## config.mk

```make
export PLATFORM = sky130hd
export DESIGN_NAME = spec_addr_table
export DESIGN_NICKNAME = d
export VERILOG_FILES = /design/src/rtl/sat_pkg.sv /design/src/rtl/sat_match.sv /design/src/rtl/sat_victim.sv /design/src/rtl/spec_addr_table.sv
export SDC_FILE = /design/constraint.sdc
export NUM_CORES = 2
export LEC_CHECK = 0
export CAP_MARGIN = 10
export CORE_ASPECT_RATIO = 1.75
export CORE_MARGIN = 2
export CORE_UTILIZATION = 35
export CTS_CLUSTER_DIAMETER = 150
export DETAILED_ROUTE_END_ITERATION = 16
export PLACE_DENSITY = 0.55
export SLEW_MARGIN = 20
export SYNTH_ARGS = -nofsm -noshare
export SYNTH_HDL_FRONTEND = slang
export SYNTH_SLANG_ARGS = --single-unit
```

## constraint.sdc

```tcl
create_clock -name clk -period 9.2 [get_ports clk]
set_input_delay 1.84 -clock clk [delete_from_list [all_inputs] [get_ports clk]]
set_output_delay 1.84 -clock clk [all_outputs]
set_load 0.01 [all_outputs]
```

## src/rtl/sat_pkg.sv

```systemverilog
package sat_pkg;

    // Length in bytes for a two-bit size code.
    function automatic logic [64:0] span_bytes(input logic [1:0] code);
        return 65'd1 << code;
    endfunction

    // True when the half-open byte ranges of two accesses intersect.
    function automatic logic bytes_overlap(input logic [63:0] a_base, input logic [1:0] a_code,
                                           input logic [63:0] b_base, input logic [1:0] b_code);
        logic [64:0] a_lo, a_hi, b_lo, b_hi;
        a_lo = {1'b0, a_base};
        b_lo = {1'b0, b_base};
        a_hi = a_lo + span_bytes(a_code);
        b_hi = b_lo + span_bytes(b_code);
        return (a_lo < b_hi) && (b_lo < a_hi);
    endfunction

endpackage

```

## src/rtl/sat_match.sv

```systemverilog
module sat_match #(
    parameter int ENTRIES = 16,
    parameter int REG_W   = 7,
    parameter int ADDR_W  = 32
) (
    input  logic [ENTRIES-1:0]        vld,
    input  logic [ENTRIES*REG_W-1:0]  regs,
    input  logic [ENTRIES*ADDR_W-1:0] addrs,
    input  logic [2*ENTRIES-1:0]      sizes,
    input  logic [ADDR_W-1:0]         st_addr,
    input  logic [1:0]                st_size,
    input  logic [REG_W-1:0]          chk_reg,
    input  logic [REG_W-1:0]          ins_reg,
    output logic [ENTRIES-1:0]        st_kill,
    output logic [ENTRIES-1:0]        chk_sel,
    output logic [ENTRIES-1:0]        ins_regeq
);
    import sat_pkg::*;

    for (genvar i = 0; i < ENTRIES; i++) begin : g_slot
        logic [REG_W-1:0]  slot_reg;
        logic [ADDR_W-1:0] slot_addr;
        assign slot_reg   = regs[i*REG_W +: REG_W];
        assign slot_addr  = addrs[i*ADDR_W +: ADDR_W];
        assign st_kill[i] = vld[i] & bytes_overlap(64'(slot_addr), sizes[2*i +: 2],
                                                   64'(st_addr), st_size);
        assign chk_sel[i]   = vld[i] & (slot_reg == chk_reg);
        assign ins_regeq[i] = (slot_reg == ins_reg);
    end
endmodule

```

## src/rtl/sat_victim.sv

```systemverilog
module sat_victim #(
    parameter int ENTRIES = 16,
    parameter int IDX_W   = 4
) (
    input  logic [ENTRIES-1:0] same,
    input  logic [ENTRIES-1:0] free,
    input  logic [IDX_W-1:0]   rr,
    output logic [IDX_W-1:0]   slot,
    output logic               use_rr
);
    logic [IDX_W-1:0] same_idx, free_idx;

    always_comb begin
        same_idx = '0;
        free_idx = '0;
        for (int i = ENTRIES - 1; i >= 0; i--) begin
            if (same[i]) same_idx = IDX_W'(i);
            if (free[i]) free_idx = IDX_W'(i);
        end
        use_rr = 1'b0;
        if (|same)      slot = same_idx;
        else if (|free) slot = free_idx;
        else begin
            slot   = rr;
            use_rr = 1'b1;
        end
    end
endmodule

```

## src/rtl/spec_addr_table.sv

```systemverilog
module spec_addr_table #(
    parameter int ENTRIES = 16,
    parameter int REG_W   = 7,
    parameter int ADDR_W  = 32
) (
    input  logic              clk,
    input  logic              rst_n,
    input  logic              ins_valid,
    input  logic [REG_W-1:0]  ins_reg,
    input  logic [ADDR_W-1:0] ins_addr,
    input  logic [1:0]        ins_size,
    input  logic              st_valid,
    input  logic [ADDR_W-1:0] st_addr,
    input  logic [1:0]        st_size,
    input  logic              chk_valid,
    input  logic [REG_W-1:0]  chk_reg,
    input  logic              chk_clear,
    output logic              chk_done,
    output logic              chk_hit
);
    localparam int IDX_W = (ENTRIES > 1) ? $clog2(ENTRIES) : 1;

    typedef struct packed {
        logic [ENTRIES-1:0]        vld;
        logic [ENTRIES*REG_W-1:0]  regs;
        logic [ENTRIES*ADDR_W-1:0] addrs;
        logic [2*ENTRIES-1:0]      sizes;
        logic [IDX_W-1:0]          rr;
        logic                      done;
        logic                      hit;
    } state_t;

    state_t s_d, s_q;

    logic [ENTRIES-1:0] st_kill, chk_sel, ins_regeq;
    logic [ENTRIES-1:0] vld_mid;
    logic [IDX_W-1:0]   slot;
    logic               use_rr;
    logic [ENTRIES-1:0] tbl_vld;
    logic [ENTRIES*REG_W-1:0] tbl_regs;

    sat_match #(.ENTRIES(ENTRIES), .REG_W(REG_W), .ADDR_W(ADDR_W)) u_match (
        .vld       (s_q.vld),
        .regs      (s_q.regs),
        .addrs     (s_q.addrs),
        .sizes     (s_q.sizes),
        .st_addr   (st_addr),
        .st_size   (st_size),
        .chk_reg   (chk_reg),
        .ins_reg   (ins_reg),
        .st_kill   (st_kill),
        .chk_sel   (chk_sel),
        .ins_regeq (ins_regeq)
    );

    // Table occupancy after this cycle's store and clear, before the insert.
    always_comb begin
        vld_mid = s_q.vld;
        if (st_valid)               vld_mid = vld_mid & ~st_kill;
        if (chk_valid && chk_clear) vld_mid = vld_mid & ~chk_sel;
    end

    sat_victim #(.ENTRIES(ENTRIES), .IDX_W(IDX_W)) u_victim (
        .same   (ins_regeq & vld_mid),
        .free   (~vld_mid),
        .rr     (s_q.rr),
        .slot   (slot),
        .use_rr (use_rr)
    );

    always_comb begin
        s_d      = s_q;
        s_d.done = chk_valid;
        s_d.hit  = chk_valid & (|chk_sel);
        s_d.vld  = vld_mid;
        if (ins_valid) begin
            s_d.vld[slot]                       = 1'b1;
            s_d.regs[slot*REG_W +: REG_W]       = ins_reg;
            s_d.addrs[slot*ADDR_W +: ADDR_W]    = ins_addr;
            s_d.sizes[slot*2 +: 2]              = ins_size;
            if (use_rr) begin
                s_d.rr = (s_q.rr == IDX_W'(ENTRIES - 1)) ? '0 : s_q.rr + 1'b1;
            end
        end
    end

    always_ff @(posedge clk) begin
        if (!rst_n) s_q <= '0;
        else        s_q <= s_d;
    end

    assign chk_done = s_q.done;
    assign chk_hit  = s_q.hit;
    assign tbl_vld  = s_q.vld;
    assign tbl_regs = s_q.regs;
endmodule

```

After elaboration in Yosys (flattened, before gate mapping)

Cells that the tools add are included.

Register bits after elaboration: 678
Bits of input ports: 88
Logic and storage cells: 227

Eq/ne operators: 33
Order comparisons: 34
Reduce and logical (&&, ||, !) cells: 22
$add $sub $neg: 21
Shift operators: 23
Bitwise logic cells: 40
Multipliers: 1
Mux-type cells: 46

Operator list:

| kind                        | count |
|---|---|
| $lt A32 B65 Y1              | 32 |
| $add A32 B65 Y65            | 17 |
| $shl A1 B2 Y65 const A      | 17 |
| $mux W676                   | 1 |
| $bwmux W512                 | 1 |
| $shift A32 B34 Y512 const A | 1 |
| $shiftx A32 B34 Y512        | 1 |
| $eq A7 B7 Y1                | 32 |
| $mux W4                     | 36 |
| $bwmux W112                 | 1 |
| $shift A7 B34 Y112 const A  | 1 |
| $shiftx A7 B34 Y112         | 1 |
| $and A16 B16 Y16            | 3 |
| $not A16 Y16                | 3 |
| $reduce_or A16 Y1           | 3 |
| $neg A5 Y34                 | 1 |
| $neg A7 Y34                 | 1 |
| $neg A9 Y34                 | 1 |
| $shift A2 B34 Y32 const A   | 1 |
| $shiftx A2 B34 Y32          | 1 |
| $and A1 B1 Y1               | 33 |
| $bwmux W32                  | 1 |
| $mux W16                    | 2 |
| $logic_and A1 B1 Y1         | 18 |
| 9 further kinds             | 11 |

Depth between registers and ports, before layout

Depth in word-level cells: 35
Mapped depth: 40
Mapped depth without buffers: 36

Cells and area by module

A second synthesis with hierarchy kept.

Cells, all modules: 7460
Area total of the unflattened synthesis: 61738.0 um^2

Modules (own cells, without submodules):

| module          | area each (um^2) | cells each | times used |
|---|---|---|---|
| sat_match       | 34669.5          | 4398       | 1 |
| spec_addr_table | 26596.8          | 2995       | 1 |
| sat_victim      | 471.7            | 67         | 1 |

Worst setup path before layout

OpenSTA, ideal clock, no wires.

Path kind: input to register
Start point: in st_size[0]
End point: reg with a tool-made name
Arrival: 9.812 ns
Setup slack: -0.685 ns
Buffers on the path: 4
Library setup time: 0.073 ns
Stages: 38
Cells stage by stage: nor2b_1 ha_1 a21o_1 a21oi_1 nor2b_1 o2111a_1 and2_1 nand2_1 nor2_1 and3_1 and3_1 and2_1 nand4_1 xor2_1 ha_1 a21o_1 a2111oi_0 o21ai_0 [... 2 more ...] or3_1 nand4_1 nor2_2 nand2_1 a21boi_1 nor2_1 buf_2 nor3_1 ha_1 and2_1 clkbuf_1 nand2_1 a2111o_1 mux2i_1 nor3b_1 buf_2 buf_4 mux2i_1

RTL lines:

| element            | line                  | text |
|---|---|---|
| start: declaration | spec_addr_table.sv:14 | `input logic [1:0] st_size,` |

==> key figures <==
STA
  – Min Tclk post-route: 9.377 ns
  – Fin crit share: 101.9%
  – Hold Vio Cnt, Final: 0
  – Slew headroom: 16.37%
  – Final Worst Setup Slack: -0.1769 ns
  – Skew final: 0.04776 ns
  – Slew Limit Fails: 0
  – Max Clock Freq: 106.6 MHz
  – Final setup fails: 187
  – RSZ-0062 raised after global routing: true
  – Sum Neg Setup Slack: -11.74 ns
  – Worst Tran Pin Value: 1.245 ns

Floorplan
  – Initial core utilization: 35.26%
  – Core box area: 166200 µm²
  – Row cnt: 198
  – Die Ht: 545.4 µm
  – Die area: 170900 µm²
  – I/O pin count: 90
  – Chip width: 313.4 µm

Global route
  – Aggregate global-route resource usage: 32.43%
  – Initial antenna violation count: 15
  – First-pass GRT wire length: 402100 µm
  – Pin count of the biggest net entering global routing: 67
  – Number of global-route vias before repair: 59190
  – GRT overflow: 0

Synthesis
  – Mean Syn Cell Area: 8.595 µm²
  – Cells after Synth: 6820
  – Register area share after synthesis: 23.15%
  – Post-Syn Nets: 7994
  – Post-synth EDFFs: 0
  – Flops & latches, synth: 678
  – Synth Warn #: 0
  – Synthesized cell area: 58620 µm²
  – Yosys cell types: 100
  – Main flop type after synthesis: dfxtp_1
  – Asr flop ratio synth: 0%

Routing
  – Vias: 58830
  – Iter 0 DRT Violations: 3731
  – Post-route ant nets: 0
  – Drt total wl: 286600 µm
  – Post-route DRC: 0
  – Vias per cell: 5.991
  – Routed len/inst: 29.19 µm
  – Drt pass-1 iters: 6

Placement
  – I/O Buffers: 89
  – Post-DP HPWL: 220000 µm
  – Placed cell area: 67970 µm²
  – Placer Congestion: 1.051

Power and ir drop
  – Worst vdd ir: 0.1333 mV
  – Switching share of power: 30.87%
  – Cell leakage power: 29.46 nW
  – Pint: 5.532 mW
  – Switching power total: 2.470 mW
  – Final Power: 8.002 mW
  – Clock power share: 43.2%
  – Seq pwr share: 37.4%
  – PwrDens: 110.3 nW/µm²
  – Combinational share of power: 19.4%

Hold path
  – HP Class: reg2reg

Worst setup path
  – Largest fanout on the critical path: 6
  – Setup CP Type: in2reg
  – CP max stage delay: 0.38 ns
  – Critical Path Sink Type: flop
  – Critical Path RT: 9.83 ns
  – Arr. time, crit path: 10.00 ns
  – Critical Path Source Type: input port
  – R2R setup slack: 0.32 ns
  – Crit. Startpoint: st_size[0]
  – Top cell by count, worst path: buf_6
  – Slowest CP cell: a2111o_1
  – Worst Reg2Reg Path Length in Cells: 40

Clocking
  – Hold-fix buffers at CTS: 0
  – CTS tree: yes
  – Clock sink total: 678
  – Clock buffer depth: 3
  – TritonCTS buffer count: 76
  – Clk Latency, worst-skew pair: 0.75 ns
  – Clock root buffer: clkbuf_16
  – Clock-pin transition on the worst setup and hold timing paths: 0.06 ns
  – H-tree depth: 3

Status
  – Status: complete, but fails checks
  – Failing checks: setup timing

Finish
  – Filler cells: 16400
  – Footprint of the multi-input gates: 44800 µm²
  – Most frequent cells in the layout: ha_1, nand2_1, dfxtp_1
  – Commonest non-fill, non-tap cell in the layout: ha_1
  – Share of cells above drive strength 1: 14.94%
  – Fin nets: 8728
  – Design area: 72550 µm²
  – Core Util, Final: 43.64%
  – Register Area: 13570 µm²
  – Area growth syn-to-layout: 23.76%

Flow run
  – Max cap viols: 0
## kinds of logic (layout without fill, tap and decap cells)
family,Yosys count,in the layout,share of synthesized area [%]
and+or+nand+nor,2192,2193,18.46
DFF,678,678,23.15
xor gates and xnor gates,734,734,10.97
AOI/OAI and AO/OA,1692,1693,19.90
buffers and inverters,341,1130,2.463
other,0,8,0
adders and majority gates,1086,1086,23.40
muxes,97,97,1.656
## cell usage after synthesis (106+ instances only)
master / number / area, µm²
nand2_1: 789 / 2962
o2bb2ai_1: 167 / 1463
a21oi_1: 398 / 1992
clkbuf_1: 137 / 514.2
dfxtp_1: 678 / 13570
nand4_1: 253 / 1583
inv_1: 106 / 397.9
nor2_1: 337 / 1265
o21ai_0: 315 / 1577
ha_1: 1069 / 13380
a21o_1: 117 / 878.3
xor2_1: 434 / 3801
xnor2_1: 300 / 2628
nand3_1: 267 / 1336
## area by class of cell
cell class / instances / share of cell area [%]
well taps: 2200 / 3.794
diodes: 8 / 0.02759
flip-flops and latches: 678 / 18.71
repair buffers: 889 / 11.47
clock buffers: 99 / 2.978
clock inverters: 36 / 0.7192
inverters: 106 / 0.5502
multi-input cells: 5803 / 61.75
## power by group through the flow
| stage | clock, mW | sequential (mW) | combinational, mW |
|---|---|---|---|
| floorplan | 0 | 3.04 | 0.691 |
| global placement | 0 | 3.06 | 1.41 |
| detailed placement | 0 | 3.06 | 1.44 |
| CTS | 3.49 | 2.99 | 1.49 |
| global route | 3.59 | 2.99 | 1.65 |
| finish | 3.46 | 2.99 | 1.55 |
## repair_timing
item | in CTS | in global routing
gates resized for setup | 149 | 68
gates cloned | 12 | 10
setup endpoints to repair | 676 | 655
buffers inserted | 38 | 10
pin swaps | 42 | 52
## worst max-delay path: cells and delay by family
kind            cells  cell delay, ns
mux                 2            0.37
simple gates       20            3.26
compound gates      7            1.43
fa+ha+maj           3            0.84
buf+inv            12            1.96
xor+xnor            1            0.26
## through the flow
stage          worst slack (ns)  std cells  hold slack (ns)
6_report                -0.1769       9819           0.4881
5_1_grt                 -0.4968       9812           0.5104
4_1_cts                0.007150       9790           0.4887
3_5_place_dp             -2.612       9607           0.4779
3_3_place_gp             -4.447       9605           0.4677
2_1_floorplan           0.01469       6820           0.4518
## worst min path at each step
stage	start	end	cells after the start
finish	flop	flop	1
global route	flop	flop	2
CTS	flop	flop	2
detailed placement	flop	flop	1
global placement	flop	flop	2
floorplan	flop	flop	1
## routing by layer
metal  routed length, µm  up-vias  track usage [%]
met5                   9        -                0
met4               38190        2            34.74
met3               14120     1068            5.491
met2              139200     2143            56.82
met1               95000    28550            30.69
li1                    -    27060                -
Power figures use the tool's default switching activity.
